[src/rtl/pic_pkg.sv]
package pic_pkg;

    typedef enum logic [1:0] {
        ST_UNINIT  = 2'd0,
        ST_WANT_W2 = 2'd1,
        ST_WANT_W4 = 2'd2,
        ST_RUN     = 2'd3
    } pic_state_t;

    // command field din[7:5] of an end-of-service / rotation write
    localparam logic [2:0] OP_AUTO_OFF   = 3'b000;
    localparam logic [2:0] OP_NS_EOI     = 3'b001;
    localparam logic [2:0] OP_NOP        = 3'b010;
    localparam logic [2:0] OP_SP_EOI     = 3'b011;
    localparam logic [2:0] OP_AUTO_ON    = 3'b100;
    localparam logic [2:0] OP_NS_EOI_ROT = 3'b101;
    localparam logic [2:0] OP_SET_LOW    = 3'b110;
    localparam logic [2:0] OP_SP_EOI_ROT = 3'b111;

    localparam int START_BIT = 4;
    localparam int LEVEL_BIT = 3;
    localparam int NEED4_BIT = 0;
    localparam int OCW3_BIT  = 3;
    localparam int POLL_BIT  = 2;

endpackage

[src/rtl/pic_pick.sv]
module pic_pick #(
    parameter int N = 8,
    localparam int LW = $clog2(N)
) (
    input  logic [N-1:0]  vec,
    input  logic [LW-1:0] lowest,
    output logic          found,
    output logic [LW-1:0] lvl,
    output logic [LW-1:0] rank
);
    logic [LW-1:0] idx;

    // walk from least to most urgent so the most urgent hit is kept last
    always_comb begin
        found = 1'b0;
        lvl   = '0;
        rank  = '0;
        idx   = '0;
        for (int k = N - 1; k >= 0; k--) begin
            idx = lowest + LW'(1) + LW'(k);
            if (vec[idx]) begin
                found = 1'b1;
                lvl   = idx;
                rank  = LW'(k);
            end
        end
    end
endmodule

[src/rtl/pic_seq.sv]
module pic_seq
    import pic_pkg::*;
#(
    parameter int DW = 8
) (
    input  logic          clk,
    input  logic          rst_n,
    input  logic          wr_en,
    input  logic          a0,
    input  logic [DW-1:0] din,
    output pic_state_t    state,
    output logic          level_mode,
    output logic          start_w1,
    output logic          take_base,
    output logic          take_mask,
    output logic          take_ocw2,
    output logic          take_ocw3
);
    pic_state_t state_nx;
    logic       need4;

    always_comb begin
        state_nx = state;
        if (start_w1) begin
            state_nx = ST_WANT_W2;
        end else if (wr_en && a0) begin
            unique case (state)
                ST_UNINIT:  state_nx = ST_UNINIT;
                ST_WANT_W2: state_nx = need4 ? ST_WANT_W4 : ST_RUN;
                ST_WANT_W4: state_nx = ST_RUN;
                ST_RUN:     state_nx = ST_RUN;
            endcase
        end
    end

    always_ff @(posedge clk) begin
        if (!rst_n) begin
            state      <= ST_UNINIT;
            level_mode <= 1'b0;
            need4      <= 1'b0;
        end else begin
            state <= state_nx;
            if (start_w1) begin
                level_mode <= din[LEVEL_BIT];
                need4      <= din[NEED4_BIT];
            end
        end
    end

    always_comb begin
        start_w1  = wr_en && !a0 && din[START_BIT];
        take_base = wr_en && a0 && (state == ST_WANT_W2);
        take_mask = wr_en && a0 && (state == ST_RUN);
        take_ocw2 = wr_en && !a0 && !din[START_BIT] && !din[OCW3_BIT] && (state == ST_RUN);
        take_ocw3 = wr_en && !a0 && !din[START_BIT] && din[OCW3_BIT] && (state == ST_RUN);
    end

    AST_START_GOES_W2: assert property (@(posedge clk) disable iff (!rst_n)
        start_w1 |=> state == ST_WANT_W2);
endmodule

[src/rtl/pic_core.sv]
module pic_core
    import pic_pkg::*;
#(
    parameter int N_IRQ = 8,
    parameter int DW    = 8,
    localparam int LW = $clog2(N_IRQ),
    localparam int BW = DW - LW
) (
    input  logic             clk,
    input  logic             rst_n,
    input  logic             cs,
    input  logic             wr,
    input  logic             rd,
    input  logic             a0,
    input  logic [DW-1:0]    din,
    input  logic             inta,
    input  logic [N_IRQ-1:0] ir,
    output logic [DW-1:0]    dout,
    output logic             cpu_int
);
    pic_state_t       st;
    logic             level_mode, start_w1, take_base, take_mask, take_ocw2, take_ocw3;
    logic [N_IRQ-1:0] irr, isr, imr, ir_prev, pend, irr_nx, serve_mask, eoi_clr;
    logic [BW-1:0]    base;
    logic [LW-1:0]    low_lvl, rot_to, p_lvl, p_rank, s_lvl, s_rank, sel;
    logic             auto_rot, auto_nx, poll_arm, rot_en;
    logic             p_found, s_found, eligible, wr_en, rd_en, poll_rd, serve;
    logic [2:0]       op;

    assign wr_en = cs && wr;
    assign rd_en = cs && rd;
    assign op    = din[DW-1 -: 3];
    assign sel   = din[LW-1:0];
    assign pend  = irr & ~imr;

    pic_seq #(.DW(DW)) u_seq (
        .clk(clk), .rst_n(rst_n), .wr_en(wr_en), .a0(a0), .din(din),
        .state(st), .level_mode(level_mode), .start_w1(start_w1),
        .take_base(take_base), .take_mask(take_mask),
        .take_ocw2(take_ocw2), .take_ocw3(take_ocw3)
    );

    pic_pick #(.N(N_IRQ)) u_pend (
        .vec(pend), .lowest(low_lvl), .found(p_found), .lvl(p_lvl), .rank(p_rank)
    );

    pic_pick #(.N(N_IRQ)) u_serv (
        .vec(isr), .lowest(low_lvl), .found(s_found), .lvl(s_lvl), .rank(s_rank)
    );

    assign eligible   = p_found && (!s_found || (p_rank < s_rank));
    assign cpu_int    = (st == ST_RUN) && !poll_arm && eligible;
    assign poll_rd    = rd_en && !a0 && poll_arm && !inta;
    assign serve      = (inta || poll_rd) && eligible;
    assign serve_mask = serve ? (N_IRQ'(1) << p_lvl) : '0;

    always_comb begin
        irr_nx = level_mode ? ir : (irr | (ir & ~ir_prev));
        irr_nx = irr_nx & ~serve_mask;
    end

    always_comb begin
        eoi_clr = '0;
        rot_en  = 1'b0;
        rot_to  = low_lvl;
        auto_nx = auto_rot;
        if (take_ocw2) begin
            unique case (op)
                OP_AUTO_OFF: auto_nx = 1'b0;
                OP_AUTO_ON:  auto_nx = 1'b1;
                OP_NS_EOI, OP_NS_EOI_ROT: begin
                    if (s_found) begin
                        eoi_clr = N_IRQ'(1) << s_lvl;
                        rot_en  = (op == OP_NS_EOI_ROT) || auto_rot;
                        rot_to  = s_lvl;
                    end
                end
                OP_SP_EOI: eoi_clr = N_IRQ'(1) << sel;
                OP_SP_EOI_ROT: begin
                    eoi_clr = N_IRQ'(1) << sel;
                    rot_en  = 1'b1;
                    rot_to  = sel;
                end
                OP_SET_LOW: begin
                    rot_en = 1'b1;
                    rot_to = sel;
                end
                default: ;
            endcase
        end
    end

    always_ff @(posedge clk) begin
        if (!rst_n) begin
            irr      <= '0;
            isr      <= '0;
            imr      <= '0;
            ir_prev  <= '0;
            base     <= '0;
            low_lvl  <= LW'(N_IRQ - 1);
            auto_rot <= 1'b0;
            poll_arm <= 1'b0;
        end else begin
            ir_prev <= ir;
            if (take_base) base <= din[DW-1 -: BW];
            if (start_w1) begin
                irr      <= '0;
                isr      <= '0;
                imr      <= '0;
                low_lvl  <= LW'(N_IRQ - 1);
                auto_rot <= 1'b0;
                poll_arm <= 1'b0;
            end else begin
                irr      <= irr_nx;
                isr      <= (isr & ~eoi_clr) | serve_mask;
                auto_rot <= auto_nx;
                if (take_mask) imr <= din[N_IRQ-1:0];
                if (rot_en) low_lvl <= rot_to;
                if (take_ocw3) poll_arm <= din[POLL_BIT];
                else if (poll_rd) poll_arm <= 1'b0;
            end
        end
    end

    always_ff @(posedge clk) begin
        if (!rst_n) begin
            dout <= '0;
        end else if (inta) begin
            dout <= {base, eligible ? p_lvl : {LW{1'b1}}};
        end else if (rd_en) begin
            if (a0)            dout <= DW'(imr);
            else if (poll_arm) dout <= {eligible, (DW-1-LW)'(0), eligible ? p_lvl : LW'(0)};
            else               dout <= DW'(irr);
        end
    end

    AST_ACK_ADDS_SERVICE: assert property (@(posedge clk) disable iff (!rst_n)
        (inta && cpu_int && !wr_en) |=> ($countones(isr) == $countones($past(isr)) + 1));
    AST_EOI_DROPS_ONE: assert property (@(posedge clk) disable iff (!rst_n)
        (take_ocw2 && op == OP_NS_EOI && isr != '0 && !inta && !poll_rd)
        |=> ($countones(isr) + 1 == $countones($past(isr))));
    AST_MASK_SILENCES: assert property (@(posedge clk) disable iff (!rst_n)
        cpu_int |-> ((irr & ~imr) != '0));
    AST_POLL_HUSHES: assert property (@(posedge clk) disable iff (!rst_n)
        (wr_en && !a0 && !din[START_BIT] && din[OCW3_BIT] && din[POLL_BIT] && st == ST_RUN)
        |=> !cpu_int);
    AST_DOUT_HOLDS: assert property (@(posedge clk) disable iff (!rst_n)
        (!rd_en && !inta) |=> $stable(dout));
endmodule

[config.mk]
export PLATFORM = sky130hd
export DESIGN_NAME = pic_core
export DESIGN_NICKNAME = d
export VERILOG_FILES = /design/src/rtl/pic_pkg.sv /design/src/rtl/pic_pick.sv /design/src/rtl/pic_seq.sv /design/src/rtl/pic_core.sv
export SDC_FILE = /design/constraint.sdc
export NUM_CORES = 1
export LEC_CHECK = 0
export BUFFER_PORTS_ARGS = -buffer_cell sky130_fd_sc_hd__buf_2
export CAP_MARGIN = 25
export CORE_MARGIN = 3
export CORE_UTILIZATION = 29
export CTS_BUF_LIST = sky130_fd_sc_hd__clkbuf_8
export CTS_CLUSTER_DIAMETER = 60
export DETAILED_ROUTE_END_ITERATION = 16
export SYNTH_ARGS = -nofsm -noshare
export SYNTH_HDL_FRONTEND = slang
export SYNTH_SLANG_ARGS = --single-unit
[constraint.sdc]
create_clock -name clk -period 12 [get_ports clk]
set_input_delay 1.2 -clock clk [delete_from_list [all_inputs] [get_ports clk]]
set_output_delay 1.2 -clock clk [all_outputs]
set_load 0.03 [all_outputs]
==> reports/summary.txt <==
Starting DRT DRC Count: 479
Placeable Area: 0.0148 mm^2
Final period demand of the worst path: 6.65 ns
Drt first pass iters: 5
Max clock buf depth: 2
Ratio of cells with drive above 1 in the final layout: 16.3%
Max-slew headroom at the worst pin: 29.5%
Achievable frequency: 150 MHz
Net count of the finished layout: 577
Setup-violating endpoint count in the final report: 0
FP Rows: 44
Slew Viols, Final: 0
Number of ports placed on the die boundary: 32
Worst min path class: reg -> reg
Post-synth top area share: 24.2%
List of cells traversed by the critical path: inv_2 -> ha_1 -> buf_4 -> inv_2 -> mux4_2 -> nand2_1 -> a31oi_1 -> inv_1 -> a21oi_1 -> o32ai_1 -> a211o_1 -> ha_1 -> nor4_2 -> o21ai_2 -> a31oi_4 -> nor3b_1 -> buf_2
Residual overflow from global routing: 0
TritonCTS Sinks: 54
Average footprint of a synthesized cell: 8.27 um^2
Die height: 130 um
Total die area: 0.0170 mm^2
Master of the slowest instance on the critical path: sky130_fd_sc_hd__ha_1
DR vias: 4,386
Root buffer selected by CTS: sky130_fd_sc_hd__clkbuf_8
Clock tree from TritonCTS: done
Width of the die: 130 um
Post-synth EDFFs: 0
Antenna violations before repair: 0
Result of the run: completed
Total detailed-routing wirelength: 13.3 mm
Arrival @ worst endpoint: 5.45 ns
DRC viols: 0
Number of global-route vias before repair: 4,175
Final setup TNS: 0 ns
Vias per Instance: 5.97
Final setup skew: 0.0148 ns
Weighted congestion reported at the end of routability-driven placement: 0.937
Worst slack on hold paths: 0.494 ns
Count of instances resized after the clock tree is built: 0
Static leakage: 0.00189 uW
Largest cells by area after synthesis: sky130_fd_sc_hd__dfxtp_1 24%, sky130_fd_sc_hd__mux4_2 9.1%, sky130_fd_sc_hd__mux2i_1 7.2%, sky130_fd_sc_hd__nor2_1 5.7%, sky130_fd_sc_hd__a21oi_1 4.0%
Startpoint kind of the worst setup timing path: flip-flop
Post-detail-place hpwl: 10.0 mm
Setup CP Type: reg -> out
H-tree Lvls: 2
Total power divided by cell area: 111 mW/mm^2
Peak VDD IR: 0.0915 mV
Ant. Diodes: 0
Period utilization: 55.4%
Highest cell delay on the worst timing path: 0.81 ns
Synth Cell Area: 0.00448 mm^2
Dominant delay contributor by cell family on the critical path: compound AO/OA/AOI/OAI gates
Count of hold-fix buffers inserted at cts: 0
Largest net degree at the start of global routing: 35
Endpoint required time on the critical path: 10.80 ns
Final hold vios: 0
Quantity of I/O buffers inserted on ports: 31
Total nets after synthesis: 568
Unrepaired setup endpoints after global routing: false
Buffers plus inverters on the worst setup path: 5
Post-DRT Antenna Nets: 0
Tot GR Track Use: 15.8%
CTS clock-pin slew for the worst setup and hold paths: 0.11 ns
Maximum fanout encountered on the critical timing path: 19
Most frequently used flop master after synthesis: sky130_fd_sc_hd__dfxtp_1
Number of synthesis warnings: 0
Number of buffers created by CTS: 5
Number of instances in the synthesized netlist: 541
Distinct cell type count of the synthesized netlist: 79
Clock latency on the worst-skew pair: 0.32 ns
Count of state elements after synthesis: 54
Total of max-cap violations: 0
Kind of end point of the critical path: output pin
Sequential area share after synthesis: 24.2%
Cell accounting for the most synthesized area: sky130_fd_sc_hd__dfxtp_1
Global-route wire length before repair: 21.8 mm
Syn-to-layout area delta: 7.72%
Proportion of register bits with asynchronous set or reset after synthesis: 0%
# Post-CTS Setup Buffers: 0
Effective utilization at floorplan: 30.2%
Measured slew at the worst slew-check pin: 1.05 ns
Post-DR wirelength/cell: 18.1 um
## worst paths after layout
kind | startpoint | end | slack, ns | cells after the start
worst max register to register | low_lvl[0] | irr[7] | 6.49 | 17
worst max-delay path | low_lvl[0] | cpu_int | 5.35 | 17
worst min register to register | base[4] | dout[7] | 0.49 | 2
worst min-delay path | base[4] | dout[7] | 0.49 | 2
## report_power, final
group	leakage [uW]	switching [uW]	internal (uW)
clock network	0.0000495	66.7	43.5
logic	0.00140	134	87.1
registers	0.000441	14.4	190
total	0.00189	215	321
## worst reg2reg max path, cell delays in order, from the launching register on
cell and delay, ns:
sky130_fd_sc_hd__dfxtp_1 0.36, sky130_fd_sc_hd__inv_2 0.15, sky130_fd_sc_hd__ha_1 0.81, sky130_fd_sc_hd__buf_4 0.38
sky130_fd_sc_hd__inv_2 0.22, sky130_fd_sc_hd__mux4_2 0.43, sky130_fd_sc_hd__nand2_1 0.06, sky130_fd_sc_hd__a31oi_1 0.50
sky130_fd_sc_hd__inv_1 0.14, sky130_fd_sc_hd__a21oi_1 0.21, sky130_fd_sc_hd__o32ai_1 0.11, sky130_fd_sc_hd__a211o_1 0.33
sky130_fd_sc_hd__ha_1 0.21, sky130_fd_sc_hd__nor4_2 0.31, sky130_fd_sc_hd__o21ai_2 0.12, sky130_fd_sc_hd__a31oi_4 0.34
sky130_fd_sc_hd__nor3b_4 0.51, sky130_fd_sc_hd__a221oi_1 0.18
## cells in the mapped netlist (3+ instances only)
cell / instances
sky130_fd_sc_hd__o211ai_1: 4
sky130_fd_sc_hd__a22o_1: 3
sky130_fd_sc_hd__nand2b_1: 22
sky130_fd_sc_hd__buf_6: 3
sky130_fd_sc_hd__mux2i_1: 32
sky130_fd_sc_hd__buf_2: 6
sky130_fd_sc_hd__clkbuf_1: 20
sky130_fd_sc_hd__a221oi_1: 11
sky130_fd_sc_hd__nor4_1: 4
sky130_fd_sc_hd__o21a_1: 5
sky130_fd_sc_hd__ha_1: 4
sky130_fd_sc_hd__mux4_2: 18
sky130_fd_sc_hd__a31oi_1: 14
sky130_fd_sc_hd__a211oi_1: 7
sky130_fd_sc_hd__a221oi_2: 4
sky130_fd_sc_hd__o21ai_0: 21
sky130_fd_sc_hd__nor3b_1: 6
sky130_fd_sc_hd__o31ai_1: 6
sky130_fd_sc_hd__o22ai_1: 5
sky130_fd_sc_hd__dfxtp_1: 54
sky130_fd_sc_hd__a211o_1: 3
sky130_fd_sc_hd__o311ai_0: 5
sky130_fd_sc_hd__nand3_1: 9
sky130_fd_sc_hd__nor3_1: 18
sky130_fd_sc_hd__a21oi_1: 36
sky130_fd_sc_hd__a31o_1: 8
sky130_fd_sc_hd__mux2_2: 8
sky130_fd_sc_hd__inv_1: 16
sky130_fd_sc_hd__and2_1: 15
sky130_fd_sc_hd__nand2_1: 47
sky130_fd_sc_hd__nor2_1: 68
## cells by family (layout without fill, tap and decap cells)
| kind of cell | after synthesis | count (layout) | share of synthesized area, % |
|---|---|---|---|
| AO/OA/AOI/OAI | 160 | 160 | 26.1 |
| XOR/XNOR | 5 | 5 | 1.79 |
| adder cells (fa/ha/maj) | 4 | 4 | 1.12 |
| buffers and inverters | 50 | 60 | 5.03 |
| flip-flops | 54 | 54 | 24.2 |
| multiplexers | 59 | 59 | 18.6 |
| AND/OR/NAND/NOR | 209 | 209 | 23.2 |
## metal layers
metal / track usage [%] / vias to the layer above / wire, um
met5: 0 / - / 0
met4: 4.77 / 0 / 303
met3: 1.51 / 29 / 719
met2: 25.0 / 178 / 6090
met1: 22.8 / 2124 / 6220
li1: - / 2055 / -
## metrics by stage
step	area (um^2)	instances	util (%)	total power, uW	setup slack [ns]
floorplan	4480	541	-	367	6.32
global placement	4730	727	31.9	421	6.00
detailed placement	4730	727	31.9	425	5.74
CTS	4820	735	32.6	534	5.35
global route	4820	735	32.6	567	4.96
finish	4820	735	32.6	536	5.35
## registers in the layout, summed over array words and instances (netlist names), 2 cells and up
name,count
ir_prev,8
imr,8
isr,8
irr,8
u_seq.state,2
base,5
dout,8
low_lvl,3
## cell usage in the layout, fill, tap and decap left out, types with 4 or more instances in the layout
master and count:
sky130_fd_sc_hd__o21ai_0 21, sky130_fd_sc_hd__nand2_1 47, sky130_fd_sc_hd__buf_2 31, sky130_fd_sc_hd__nand2b_1 22
sky130_fd_sc_hd__and2_1 15, sky130_fd_sc_hd__a31oi_1 14, sky130_fd_sc_hd__inv_1 16, sky130_fd_sc_hd__nor4_1 4
sky130_fd_sc_hd__nor2_1 68, sky130_fd_sc_hd__o211ai_1 4, sky130_fd_sc_hd__a211oi_1 7, sky130_fd_sc_hd__a31o_1 8
sky130_fd_sc_hd__o22ai_1 5, sky130_fd_sc_hd__o21a_1 5, sky130_fd_sc_hd__o31ai_1 6, sky130_fd_sc_hd__mux2i_1 32
sky130_fd_sc_hd__dfxtp_1 54, sky130_fd_sc_hd__ha_1 4, sky130_fd_sc_hd__mux2_2 8, sky130_fd_sc_hd__o311ai_0 5
sky130_fd_sc_hd__a221oi_1 11, sky130_fd_sc_hd__nor3b_1 6, sky130_fd_sc_hd__nand3_1 9, sky130_fd_sc_hd__a21oi_1 36
sky130_fd_sc_hd__mux4_2 18, sky130_fd_sc_hd__clkbuf_8 5, sky130_fd_sc_hd__nor3_1 18, sky130_fd_sc_hd__a221oi_2 4
## layout make-up
cell class	instances	area [um^2]
Inverter	18	67.6
Multi-Input combinational cell	437	3170
Clock inverter	3	26.3
Tap cell	184	230
Sequential cell	54	1080
Fill cell	1577	9990
Clock buffer	5	68.8
Timing Repair Buffer	34	178
Power figures use the tool's default switching activity.
